### config.mk
export PLATFORM = sky130hd
export DESIGN_NAME = i2c_irq_status
export DESIGN_NICKNAME = d
export VERILOG_FILES = /design/src/rtl/i2c_irq_pkg.sv /design/src/rtl/i2c_irq_sticky.sv /design/src/rtl/i2c_irq_levels.sv /design/src/rtl/i2c_irq_status.sv
export SDC_FILE = /design/constraint.sdc
export NUM_CORES = 1
export LEC_CHECK = 0
export BUFFER_PORTS_ARGS = -buffer_cell sky130_fd_sc_hd__clkbuf_2
export CAP_MARGIN = 0
export CELL_PAD_IN_SITES_DETAIL_PLACEMENT = 2
export CELL_PAD_IN_SITES_GLOBAL_PLACEMENT = 2
export CORE_MARGIN = 2
export CORE_UTILIZATION = 18
export DETAILED_ROUTE_END_ITERATION = 7
export PLACE_DENSITY = 0.75
export SYNTH_ARGS = -nofsm -noshare
export SYNTH_HDL_FRONTEND = slang
export SYNTH_SLANG_ARGS = --single-unit
### constraint.sdc
create_clock -name clk -period 2.15 [get_ports clk]
set_clock_uncertainty 0.15 [all_clocks]
set_input_delay 0.215 -clock clk [delete_from_list [all_inputs] [get_ports clk]]
set_output_delay 0.215 -clock clk [all_outputs]
set_load 0.02 [all_outputs]
### src/rtl/i2c_irq_pkg.sv
package i2c_irq_pkg;
   localparam int STAT_W     = 12;
   localparam int B_RXUNDER  = 0;
   localparam int B_RXOVER   = 1;
   localparam int B_RXFULL   = 2;
   localparam int B_TXOVER   = 3;
   localparam int B_TXEMPTY  = 4;
   localparam int B_RDREQ    = 5;
   localparam int B_TXABRT   = 6;
   localparam int B_RXDONE   = 7;
   localparam int B_ACT      = 8;
   localparam int B_STOP     = 9;
   localparam int B_START    = 10;
   localparam int B_GCALL    = 11;
   // bits held in flops; the rest are derived from FIFO levels
   localparam logic [STAT_W-1:0] STICKY_MASK   = 12'hFEB;
   // bits forced low whenever the controller is disabled
   localparam logic [STAT_W-1:0] OFF_KILL_MASK = 12'h900;
   // bits forced low once disabled and the engine is idle
   localparam logic [STAT_W-1:0] IDLE_KILL_MASK = 12'h00B;
endpackage

### src/rtl/i2c_irq_sticky.sv
module i2c_irq_sticky (
   input  logic clk,
   input  logic rst_n,
   input  logic set_i,
   input  logic clr_i,
   input  logic kill_i,
   output logic q
);
   // priority: kill, then set, then software clear
   always_ff @(posedge clk or negedge rst_n) begin
      if (!rst_n)      q <= 1'b0;
      else if (kill_i) q <= 1'b0;
      else if (set_i)  q <= 1'b1;
      else if (clr_i)  q <= 1'b0;
   end
endmodule

### src/rtl/i2c_irq_levels.sv
module i2c_irq_levels #(
   parameter int TX_LW = 7,
   parameter int RX_LW = 7
) (
   input  logic             enable,
   input  logic             eng_busy,
   input  logic [TX_LW-1:0] tx_lvl,
   input  logic [TX_LW-1:0] tx_thr,
   input  logic [RX_LW-1:0] rx_lvl,
   input  logic [RX_LW-1:0] rx_thr,
   output logic             tx_empty,
   output logic             rx_full
);
   // a disabled TX FIFO looks empty, reported only while the engine runs
   always_comb begin
      tx_empty = enable ? (tx_lvl <= tx_thr) : eng_busy;
      rx_full  = enable && (rx_lvl >= rx_thr);
   end
endmodule

### src/rtl/i2c_irq_status.sv
module i2c_irq_status
   import i2c_irq_pkg::*;
#(
   parameter int TX_DEPTH = 64,
   parameter int RX_DEPTH = 64,
   localparam int TX_LW = $clog2(TX_DEPTH + 1),
   localparam int RX_LW = $clog2(RX_DEPTH + 1)
) (
   input  logic              clk,
   input  logic              rst_n,
   input  logic              enable,
   input  logic              eng_busy,
   input  logic              ev_gen_call,
   input  logic              ev_start,
   input  logic              ev_stop,
   input  logic              ev_slv_nack,
   input  logic              ev_tx_abort,
   input  logic              ev_rd_req,
   input  logic              host_tx_wr,
   input  logic              host_rx_rd,
   input  logic              bus_rx_byte,
   input  logic [TX_LW-1:0]  tx_lvl,
   input  logic [TX_LW-1:0]  tx_thr,
   input  logic [RX_LW-1:0]  rx_lvl,
   input  logic [RX_LW-1:0]  rx_thr,
   input  logic [STAT_W-1:0] clr_rd,
   input  logic              clr_all,
   input  logic [STAT_W-1:0] irq_mask,
   output logic [STAT_W-1:0] status,
   output logic              irq,
   output logic              tx_flush_hold,
   output logic              scl_hold
);
   generate
      if (TX_DEPTH < 2) begin : g_bad_tx
         $error("TX_DEPTH must be at least 2");
      end
      if (RX_DEPTH < 2) begin : g_bad_rx
         $error("RX_DEPTH must be at least 2");
      end
   endgenerate

   localparam logic [TX_LW-1:0] TX_FULL = TX_LW'(TX_DEPTH);
   localparam logic [RX_LW-1:0] RX_FULL = RX_LW'(RX_DEPTH);

   logic [STAT_W-1:0] set_v, kill_v, level_v;
   logic              lv_tx_empty, lv_rx_full;

   i2c_irq_levels #(.TX_LW(TX_LW), .RX_LW(RX_LW)) u_levels (
      .enable   (enable),
      .eng_busy (eng_busy),
      .tx_lvl   (tx_lvl),
      .tx_thr   (tx_thr),
      .rx_lvl   (rx_lvl),
      .rx_thr   (rx_thr),
      .tx_empty (lv_tx_empty),
      .rx_full  (lv_rx_full)
   );

   always_comb begin
      set_v            = '0;
      set_v[B_GCALL]   = ev_gen_call;
      set_v[B_START]   = ev_start;
      set_v[B_STOP]    = ev_stop;
      set_v[B_ACT]     = enable && eng_busy;
      set_v[B_RXDONE]  = ev_slv_nack;
      set_v[B_TXABRT]  = ev_tx_abort;
      set_v[B_RDREQ]   = ev_rd_req;
      set_v[B_TXOVER]  = host_tx_wr  && (tx_lvl == TX_FULL);
      set_v[B_RXOVER]  = bus_rx_byte && (rx_lvl == RX_FULL);
      set_v[B_RXUNDER] = host_rx_rd  && (rx_lvl == '0);

      level_v              = '0;
      level_v[B_TXEMPTY]   = lv_tx_empty;
      level_v[B_RXFULL]    = lv_rx_full;

      kill_v = (OFF_KILL_MASK & {STAT_W{!enable}})
             | (IDLE_KILL_MASK & {STAT_W{!enable && !eng_busy}});
   end

   genvar b;
   generate
      for (b = 0; b < STAT_W; b++) begin : g_bit
         if (STICKY_MASK[b]) begin : g_sticky
            i2c_irq_sticky u_cell (
               .clk    (clk),
               .rst_n  (rst_n),
               .set_i  (set_v[b]),
               .clr_i  (clr_rd[b] || clr_all),
               .kill_i (kill_v[b]),
               .q      (status[b])
            );
         end else begin : g_level
            assign status[b] = level_v[b];
         end
      end
   endgenerate

   assign irq           = |(status & irq_mask);
   assign tx_flush_hold = status[B_TXABRT];
   assign scl_hold      = status[B_RDREQ];
endmodule

==> results of run 1 <==
## cells by family after synthesis
kind of cell / after synthesis / share of synthesized area, %
simple gates: 30 / 16.1
fa+ha+maj: 14 / 18.7
flops: 10 / 26.7
buf+inv: 29 / 16.4
compound gates: 28 / 22.1
## metrics by stage
step	TNS, ps	cell area [um^2]
2_1_floorplan	0	938
3_3_place_gp	0	1320
3_5_place_dp	0	1320
4_1_cts	0	1390
5_1_grt	-46.5	1420
6_report	0	1420
## layout by cell type (no fill, tap or decap), types with 3 or more instances in the layout
cell      Yosys  routed
a21o_1        6       6
a21oi_1       6       6
a22oi_1       3       3
buf_4        12       3
clkbuf_2      0      77
clkbuf_8      0       4
dfrtp_1      10      10
ha_1         14      14
inv_1        16      16
nor2_1       17      17
## cell usage after synthesis
cell type	n	share of area, %
nor2_1	17	6.8
inv_1	16	6.4
ha_1	14	19
buf_4	12	9.6
dfrtp_1	10	27
a21o_1	6	4.8
a21oi_1	6	3.2
a22oi_1	3	2.4
a31oi_1	2	1.3
a32oi_1	2	1.9
nand2_1	2	0.80
nand4_1	2	1.3
a211oi_1	1	0.80
a21boi_1	1	0.80
a221o_1	1	1.1
a221oi_1	1	0.93
a22o_1	1	0.93
and3_1	1	0.67
and4_1	1	0.93
clkbuf_1	1	0.40
nand2b_1	1	0.67
nand3_1	1	0.53
nand3b_1	1	0.80
nor2b_1	1	0.67
nor3_2	1	1.1
nor4_1	1	0.67
o21ai_0	1	0.53
o22a_1	1	0.93
o31ai_1	1	0.80
o41ai_2	1	1.7
or4_4	1	1.2
## critical path, stage by stage, from the launching register on
cell,delay [ps]
dfrtp_1,390
a22o_1,250
a221oi_2,180
nand4_1,210
a221o_1,300
buf_2,160
## report_power, final
| group | switching [mW] | total, mW | internal, mW |
|---|---|---|---|
| sequential | 0.00784 | 0.205 | 0.197 |
| clock | 0.0704 | 0.231 | 0.161 |
| combinational | 0.103 | 0.203 | 0.100 |
## metal layers
layer / up-vias / track usage [%] / wire [um] / share of wire [%]
li1: 526 / - / - / -
met2: 54 / 20.4 / 1590 / 49
met3: 4 / 3.32 / 266 / 8.1
met1: 510 / 13.1 / 1370 / 42
met4: 0 / 4.91 / 40 / 1.2
met5: - / 0 / 0 / 0
## path summary, 6_finish.rpt
check                                                  startpoint                                      end  slack [ps]  cells after the start
max in group asynchronous                                   rst_n  g_bit[10].g_sticky.u_cell.q$_DFFE_PN0P_        1400                      2
hold reg to reg            g_bit[9].g_sticky.u_cell.q$_DFFE_PN0P_   g_bit[9].g_sticky.u_cell.q$_DFFE_PN0P_         360                      1
setup / recovery           g_bit[6].g_sticky.u_cell.q$_DFFE_PN0P_                                      irq          50                      5
setup reg to reg           g_bit[6].g_sticky.u_cell.q$_DFFE_PN0P_   g_bit[6].g_sticky.u_cell.q$_DFFE_PN0P_        1220                      2
min in group asynchronous                                   rst_n   g_bit[8].g_sticky.u_cell.q$_DFFE_PN0P_         240                      2
hold / removal                                        ev_tx_abort   g_bit[6].g_sticky.u_cell.q$_DFFE_PN0P_          10                      2
## final cells by class
type | instances | area (um^2) | share of cell area [%]
tap | 70 | 87.6 | 6.18
timing repair buffer | 82 | 423 | 29.9
clock buffer | 4 | 55.1 | 3.89
multi-input combinational | 72 | 541 | 38.2
sequential | 10 | 250 | 17.7
inverter | 16 | 60.1 | 4.24
## timing repair
| action | CTS | global route |
|---|---|---|
| pin swaps | 1 | 2 |
| endpoints found under the setup margin | 1 | 1 |
| hold endpoints to repair | 10 | 0 |
| resized for setup | 1 | 1 |
| hold buffers | 1 | 0 |
| buffers inserted | 0 | 3 |
==> impl_metrics.ini, run 1 <==
[logic_synthesis]
synth_area_um2 = 938
netlist_instances = 111
synth-seq-cells = 10
synth_nets = 191
yosysSeqAreaShare_pct = 26.7
synth.avg_cell_area_um2 = 8.45
yosysWarnings = 0
ys_types = 31

[cts]
cts_made_buffers = 3
htree_levels = 1
clockRootBuffer = clkbuf_8
cts_sinks = 10
clk_pin_slew_ps = 50
cts_tree = yes
clk_latency_ps = 230
clock_path_buffers = 2

[run]
maxCapViolCount = 0

[global_routing]
grt_overflow = 0
grt_usage_pct = 11.6
antenna_found_initial = 0
grt_first_pass_wirelength_um = 5460
first_global_vias = 1186
grt_max_degree = 11

[floorplan]
die_w_um = 76.2
core_mm2 = 0.00507
die_y_um = 76.2
die-area_mm2 = 0.00581
start_util_pct = 18.5
num_rows = 26
ios = 81

[min_path]
hp-class = input port to flop

[worst_setup_path]
end_kind = output port
start_kind = flop
critical_path_class = flop to output port
required_ps = 1780
arrival_ps = 1730
worst-path-max-fanout = 3

[route]
detail_route.wirelength_um = 3270
drc = 0
drtPass1Iterations = 4
ant_nets = 0
drt_iter0_drc = 43
via_count = 1094
routedWlPerCell_um = 12.9
viasPerCell = 4.31

[timing]
setup_viol = 0
slew_violations = 0
period_share_pct = 97.6
min_period_ps = 2100
max_freq_mhz = 477
slew-limit-headroom_pct = 73.3
hold_ws_ps = 13.8
fin_ws_ps = 52.2
hold_violations = 0
worst_pin_slew_ps = 397

[cells_and_area]
top_register = g_bit.g_sticky.u_cell.q
largestRegisters = g_bit.g_sticky.u_cell.q: 10 flops
antennaDiodeCount = 0
largest_reg_flops = 10
final_util_pct = 27.9
layout.cells.non_filler = 254
finalNetCount = 265
syn2layout_area_growth_pct = 50.9
drive_gt1_share_pct = 48.4
fillCellCount = 624

[placement]
place_congestion = 0.719
place_ws_ps = 18.0
placedCellCount = 246
io_buffer_count = 78
dp_hpwl_um = 2990

[status]
status = complete, no violations

[pwr]
vdd_drop_max_v = 0.000139
power.leakage_nw = 0.832
p_per_area_mw_per_mm2 = 451
finalPower_mw = 0.639
Power figures use the tool's default switching activity.
==> run 2: changes to the inputs <==
--- a/config.mk
+++ b/config.mk
@@ -7,7 +7,7 @@
 export LEC_CHECK = 0
 export BUFFER_PORTS_ARGS = -buffer_cell sky130_fd_sc_hd__clkbuf_2
 export CAP_MARGIN = 0
-export CELL_PAD_IN_SITES_DETAIL_PLACEMENT = 2
+export CELL_PAD_IN_SITES_DETAIL_PLACEMENT = 1
 export CELL_PAD_IN_SITES_GLOBAL_PLACEMENT = 2
 export CORE_MARGIN = 2
 export CORE_UTILIZATION = 18
==> impl_metrics.ini, run 2 (synthesis results as in run 1) <==
[pwr]
internal_power_mw = 0.453
power.leakage_nw = 0.820
power_frac_comb_pct = 30.9
p_per_area_mw_per_mm2 = 449
p_sw_share_pct = 27.8
p_seq_share_pct = 32.7
vdd_drop_max_v = 0.000145
p_switching_mw = 0.175
clkPwrFrac_pct = 36.4

[route]
drt_iter0_drc = 17
detail_route.wirelength_um = 2840
viasPerCell = 4.18
via_count = 1048
drc = 0
ant_nets = 0
drtPass1Iterations = 2
routedWlPerCell_um = 11.3

[cts]
cts_setup_buffers = 0
clk_pin_slew_ps = 50
clockRootBuffer = clkbuf_8
htree_levels = 1
clock_path_buffers = 2
clk_latency_ps = 230
cts_sinks = 10
cts_made_buffers = 3
cts_tree = yes

[floorplan]
ios = 81
num_rows = 26
start_util_pct = 18.5
die_y_um = 76.2
core_mm2 = 0.00507
die_w_um = 76.2
die-area_mm2 = 0.00581

[worst_setup_path]
rr_startpoint = g_bit[0].g_sticky.u_cell.q$_DFFE_PN0P_
critPathSlowestCell = dfrtp_1
worst-path-max-fanout = 4
r2r_cells = 2
critical_path.max_stage_delay_ps = 400
required_ps = 1780
r2r-end = g_bit[0].g_sticky.u_cell.q$_DFFE_PN0P_
r2r_setup_slack_ps = 1250
end_kind = output port
start_kind = flop
path_cells = a22o_1, a221oi_2, nand4_1, a221o_1, clkbuf_2
arrival_ps = 1710
critical_path_class = flop to output port

[min_path]
hp-class = input port to flop
hold_path_end = g_bit[9].g_sticky.u_cell.q$_DFFE_PN0P_
holdPathStages = 2
holdCritStartpoint = ev_stop

[timing]
rsz0062_at_grt = no
slew_violations = 0
fin_ws_ps = 79.1
finalSetupTns_ps = 0
max_freq_mhz = 483
slew-limit-headroom_pct = 74.5
period_share_pct = 96.3
worst_pin_slew_ps = 379
min_period_ps = 2070
hold_violations = 0
setup_viol = 0
hold_ws_ps = 11.7

[global_routing]
antenna_found_initial = 0
grt_max_degree = 11
grt_usage_pct = 9.92
grt_first_pass_wirelength_um = 4730
grt_overflow = 0
first_global_vias = 1082

[cells_and_area]
layout_commonest_cell = clkbuf_2
drive_gt1_share_pct = 48.1
largestRegisters = g_bit.g_sticky.u_cell.q: 10 flops
fillCellCount = 656
antennaDiodeCount = 0
largest_reg_flops = 10
top_register = g_bit.g_sticky.u_cell.q
finalNetCount = 262
syn2layout_area_growth_pct = 49.1
final_cell_mix = clkbuf_2, nor2_1, inv_1, ha_1, dfrtp_1

[placement]
place_ws_ps = 51.6
dp_hpwl_um = 2600
io_buffer_count = 78
place_congestion = 0.719

[run]
maxCapViolCount = 0

[status]
status = complete, no violations
-- run 2: changes by cell type in the layout (fill, tap and decap cells not counted), sizes merged --
cell,before,now
buf,4,0
clkbuf,81,82
-- run 2: how the worst max path moves through the flow --
stage                                                      start  end  slack, ps  depth (start not counted)
after global placement                                 tx_thr[6]  irq         60                          8
after global routing                                   tx_lvl[4]  irq         10                          7
after CTS                 g_bit[6].g_sticky.u_cell.q$_DFFE_PN0P_  irq         40                          5
final                     g_bit[6].g_sticky.u_cell.q$_DFFE_PN0P_  irq         80                          5
after floorplan                                        tx_thr[6]  irq        350                          6
after detailed placement                               tx_lvl[6]  irq         50                          7
-- run 2: final cells by class --
class	count	area (um^2)	area share, %
flip-flops and latches	10	250	17.9
multi-input cells	72	546	39.0
repair buffers	79	400	28.6
inverters	16	60.1	4.29
well taps	70	87.6	6.26
clock buffers	4	55.1	3.94
-- run 2: power groups by stage --
stage                     sequential (mW)  clock [mW]  combinational, mW
after floorplan                     0.209           0              0.107
after global placement              0.208           0              0.192
after detailed placement            0.208           0              0.195
after CTS                           0.205       0.237              0.198
after global routing                0.206       0.250              0.221
final                               0.205       0.229              0.194
-- run 2: worst max-delay path: cells and delay by family (launching register included) --
family                 cells  cell delay [ps]
AO/OA/AOI/OAI              3              730
flip-flops                 1              400
AND/OR/NAND/NOR            1              190
buffers and inverters      1              150
-- run 2: timing repair --
item | 4_1_cts | 5_1_grt
hold buffers | 1 | 0
resized for setup | 1 | 1
pin swaps | 1 | 1
setup endpoints to repair | 1 | 1
hold endpoints to repair | 10 | 0
-- run 2: metal layers --
metal	GRT usage, %	vias to the layer above	part of all wire (%)	wire length (um)
met2	16.0	55	43	1210
li1	-	522	-	-
met3	2.96	5	8.5	240
met4	3.82	0	1.3	38
met5	0	-	0	0
met1	12.4	466	48	1350
-- run 2: metrics by stage --
| step | total power [mW] | util [%] | area (um^2) | instances |
|---|---|---|---|---|
| 6_report | 0.628 | 27.6 | 1400 | 251 |
| 5_1_grt | 0.677 | 27.6 | 1400 | 251 |
| 4_1_cts | 0.640 | 27.5 | 1390 | 251 |
| 3_5_place_dp | 0.402 | 26.1 | 1320 | 246 |
| 3_3_place_gp | 0.400 | 26.1 | 1320 | 246 |
| 2_1_floorplan | 0.317 | - | 938 | 111 |
